### src/rtl/rx_store_gate.sv
module rx_store_gate #(
  parameter int DW = 8
) (
  input  logic          clk,
  input  logic          rst_n,
  input  logic          chr_valid,
  input  logic [DW-1:0] chr_data,
  input  logic          chr_busy,
  input  logic          rx_off,
  input  logic [DW-1:0] xon_code,
  input  logic [DW-1:0] xoff_code,
  input  logic [DW-1:0] spec_code,
  output logic          fifo_wr,
  output logic          xon_hit,
  output logic          xoff_hit,
  output logic          spec_hit
);

  logic off_q;
  logic load_ok;

  assign load_ok = !chr_busy || chr_valid;

  always_ff @(posedge clk or negedge rst_n) begin
    if (!rst_n)       off_q <= 1'b0;
    else if (load_ok) off_q <= rx_off;
  end

  assign fifo_wr  = chr_valid && !off_q;
  assign xon_hit  = chr_valid && (chr_data == xon_code);
  assign xoff_hit = chr_valid && (chr_data == xoff_code);
  assign spec_hit = fifo_wr && (chr_data == spec_code);


  hold_mid_char_chk: assert property (@(posedge clk) disable iff (!rst_n)
    (chr_busy && !chr_valid) |=> $stable(off_q));


  wr_tracks_request_chk: assert property (@(posedge clk) disable iff (!rst_n)
    ($past(rst_n) && $past(load_ok) && chr_valid) |-> (fifo_wr == !$past(rx_off)));


  spec_needs_store_chk: assert property (@(posedge clk) disable iff (!rst_n)
    spec_hit |-> fifo_wr);


  flow_on_strobe_chk: assert property (@(posedge clk) disable iff (!rst_n)
    (xon_hit || xoff_hit) |-> chr_valid);


  wr_single_cycle_chk: assert property (@(posedge clk) disable iff (!rst_n)
    (fifo_wr && !$past(chr_valid) && $past(rst_n)) |=> !fifo_wr || chr_valid);

endmodule

### config.mk
export PLATFORM = sky130hd
export DESIGN_NAME = rx_store_gate
export DESIGN_NICKNAME = d
export VERILOG_FILES = /design/src/rtl/rx_store_gate.sv
export SDC_FILE = /design/constraint.sdc
export NUM_CORES = 1
export LEC_CHECK = 0
export ABC_CLOCK_PERIOD_IN_PS = 2100
export BUFFER_PORTS_ARGS = -buffer_cell sky130_fd_sc_hd__buf_2
export CELL_PAD_IN_SITES_DETAIL_PLACEMENT = 1
export CELL_PAD_IN_SITES_GLOBAL_PLACEMENT = 1
export CORE_MARGIN = 1
export CORE_UTILIZATION = 20
export DETAILED_ROUTE_END_ITERATION = 10
export PLACE_DENSITY = 0.9
export SETUP_SLACK_MARGIN = 0.4
export SLEW_MARGIN = 20
export SYNTH_ARGS = -nofsm -noshare
export SYNTH_HDL_FRONTEND = slang
export SYNTH_SLANG_ARGS = --single-unit
### constraint.sdc
create_clock -name clk -period 2.1 [get_ports clk]
set_input_delay 0.42 -clock clk [delete_from_list [all_inputs] [get_ports clk]]
set_output_delay 0.42 -clock clk [all_outputs]
set_load 0.01 [all_outputs]
==> run summary <==
Detailed routing inserted a total of 435 vias. During synthesis, Yosys emitted a total of 0 warnings. The clock transition at the register clock pins on the worst setup and hold paths after CTS works out to 0 ns.

The detailed-route wire length per cell came out at 11.5 um. For the number of placed instances with taps included, the log shows 96. 0 antenna diodes ended up in the layout. For this design the top-level I/O count stands at 41.

The share of the clock period used by the worst path after layout came out at 0.760. The slowest cell on the critical path is nor3_2. Yosys mapped a number of flops with a built-in enable equal to 0.

The most area-hungry cell type in the Yosys netlist was xnor2_1. The initialized floorplan defines 14 standard-cell rows. The worst hold path belongs to the class in -> async. The starting DRC count in detailed routing is 1. Static timing analysis puts the maximum clock frequency at 627 MHz. In this run the post-CTS setup repair buffer count came out at 0. The switching power share of the total was 0.356.

Of all nets on the critical path, the largest fanout is 3. In this run, distinct cell masters in the synthesized netlist total 9. Cell occurring most often along the worst timing path: buf_2.

Ranked by instance count, the synthesized netlist is headed by xnor2_1 (24), nand2_1 (3), nand3_1 (3), nand4_1 (3), nor3_2 (3). Counting flops per register, the top entry is off_q. In the routed design, unresolved DRC markers number 0.

In this run the remaining antenna-violating nets after routing total 0. For the final total negative setup slack, the log shows 0 ns. Clock network fraction of design power: 0.

The worst setup path is of the in -> out kind. The number of optimization iterations in the first detailed-route pass was 2. Data arrives at the worst endpoint at 1.18 ns.

The flip-flop count of the largest register, all copies and words added came out at 1. The number of nets in the layout was 119. The count of maximum capacitance violations is 0, and the time the worst path needs with I/O delays and setup is 1.60 ns.

In the synthesized netlist the dominant register cell turns out to be dfrtp_1. Averaged over all synthesized cells, the footprint is 8.35 sq um. Clock skew after layout: 0 ns. The wire length of the first global-routing pass came out at 1.75 mm. The run gives 1840 sq um as the full die area.

Power per cell area: 229 nW/um^2. Setup repair after global routing left no endpoint under its margin. Routability-driven placement finished with a final weighted congestion of 0.663. The total of flip-flops plus latches after synthesis was 1. Dividing the detail-routed via count by the number of cells gives 4.53. By instance count, the leading cell after synthesis is xnor2_1.

The maximum number of pins on one net before global-route repair is 5. The area fraction of the dominant cell type after synthesis works out to 0.629. Cell internal power was estimated by the tool at 0.0842 mW.

The transition at the pin with the smallest max-transition slack is 0.156 ns. The share of cells above drive strength 1 was 0.575; the critical path's largest stage delay was 0.19 ns. The startpoint class of the critical path was a primary input.

The die is 42.9 um tall. The static leakage was 0.255 nW; the count of hold-fix buffers inserted at cts was 0. The async set-or-reset flop fraction in the synthesized netlist was 1.00. The number of buffers and inverters on the critical path is 2. Sequential share of the synthesized area: 0.0749.

The number of buffers inserted by port buffering came out at 40. The max-slew violation total from the final report is 0. The cell class contributing the biggest share of worst-path delay was simple AND/OR/NAND/NOR gates.

After global routing the overflow that remains totals 0. The tools report the type of element capturing the critical path as a primary output. After legalization and detailed placement, the total HPWL measured 1.07 mm. IR analysis of the VDD net gives a maximum drop of 0.0679 mV. The largest registers in the layout are off_q: 1 flops. Ranked by total cell area, the synthesized netlist is headed by xnor2_1 (63%), nor3_2 (9.0%), dfrtp_1 (7.5%). The filler cells instantiated in the layout total 212. The combined global-route utilization of all metal layers was 0.120. The combinational fraction of design power is 0.831.

Synthesis produced 40 cells. The flow ran to the end, and the final reports show no timing, DRC or antenna violations. Number of endpoints failing setup at the final stage: 0. The tools report the beginning of the worst register-to-register path as off_q$_DFFE_PN0P_.

Multi-input gate area in the final layout: 324 sq um. For the effective utilization at floorplan, the log shows 0.217. The portion of total power attributed to sequential cells is 0.169. Traced cell by cell, the critical path runs through buf_2 > xnor2_2 > nand3_1 > nor3_2 > buf_2. The later pin in the worst-skew pair is clocked with a latency of 0 ns. The run gives 0 as the final count of hold timing violations.

In this run the critical register-to-register path is captured at off_q$_DFFE_PN0P_. The placeable core area came out at 1540 sq um. The run gives 0.0465 mW as the reported net switching power.

Counting every net in the synthesized netlist gives 77. In this run, post-CTS repair resized a total of 0 instances. The via count of the first global-routing pass was 472; the floorplan die width was 42.9 um. The cell area that synthesis handed to floorplanning was 334 sq um.

The finished layout holds 96 standard cells, fillers aside. The routed design has 1.10 mm of wire. In this run the register-to-register setup slack is 1.36 ns. Across the whole layout, storage elements account for 25.0 sq um. The initial antenna violation count came out at 0.

Depth of the worst register-to-register path: 1. STA puts the critical path data required time at 1.68 ns. Relative to the synthesized area, the layout overhead comes to 70.4%.

The run gives 0.895 as the max-slew headroom at the worst pin.
-- how the worst max path moves through the flow --
stage	from	to	slack, ns	cells after the start
6_report	chr_data[2]	spec_hit	0.50	5
3_5_place_dp	chr_data[0]	xoff_hit	0.47	5
4_1_cts	chr_data[0]	xoff_hit	0.47	5
3_3_place_gp	chr_data[5]	spec_hit	0.51	5
2_1_floorplan	chr_valid	spec_hit	0.75	3
5_1_grt	chr_data[5]	spec_hit	0.41	5
-- stage by stage --
stage,hold slack [ns],utilization,setup slack [ns],instance area (sq um),power (mW)
after CTS,0.197,0.360,0.473,554,0.129
after global routing,0.202,0.369,0.409,569,0.142
after detailed placement,0.197,0.360,0.473,554,0.129
after global placement,0.195,0.360,0.514,554,0.127
final,0.195,0.369,0.505,569,0.131
after floorplan,0.124,-,0.752,334,0.0745
-- area by class of cell --
class / count / share of cell area
Timing Repair Buffer: 40 / 0.352
Multi-Input combinational cell: 39 / 0.569
Tap cell: 16 / 0.0352
Sequential cell: 1 / 0.0440
-- logic make-up (layout without fill, tap and decap cells) --
group	after synthesis	in the layout	synth area share
XOR/XNOR	24	24	0.629
flip-flops	1	1	0.0749
multiplexers	1	1	0.0337
buffers and inverters	0	40	0
AND/OR/NAND/NOR	14	14	0.262
-- power groups by stage --
stage | clock network, mW | logic, mW | registers, mW
after global placement | 0 | 0.105 | 0.0220
final | 0 | 0.109 | 0.0221
after floorplan | 0 | 0.0527 | 0.0218
after global routing | 0 | 0.120 | 0.0224
after CTS | 0 | 0.107 | 0.0222
after detailed placement | 0 | 0.106 | 0.0222
-- routing by layer --
metal / share of wire / vias to the layer above / GRT usage / wire [um]
met1: 0.34 / 205 / 0.117 / 372
met5: 0 / - / 0 / 0
li1: - / 214 / - / -
met4: 0 / 0 / 0 / 0
met2: 0.61 / 16 / 0.276 / 677
met3: 0.049 / 0 / 0.00426 / 54
-- cells in the final DEF, fill, tap and decap left out --
cell type	instances
nand3_1	3
nor3_2	3
nand2b_1	1
dfrtp_1	1
buf_2	40
xnor2_2	2
nand2_1	3
nand4_1	3
nor2b_1	1
xnor2_1	22
mux2_2	1
No activity file was read; power rests on OpenSTA's default activity.
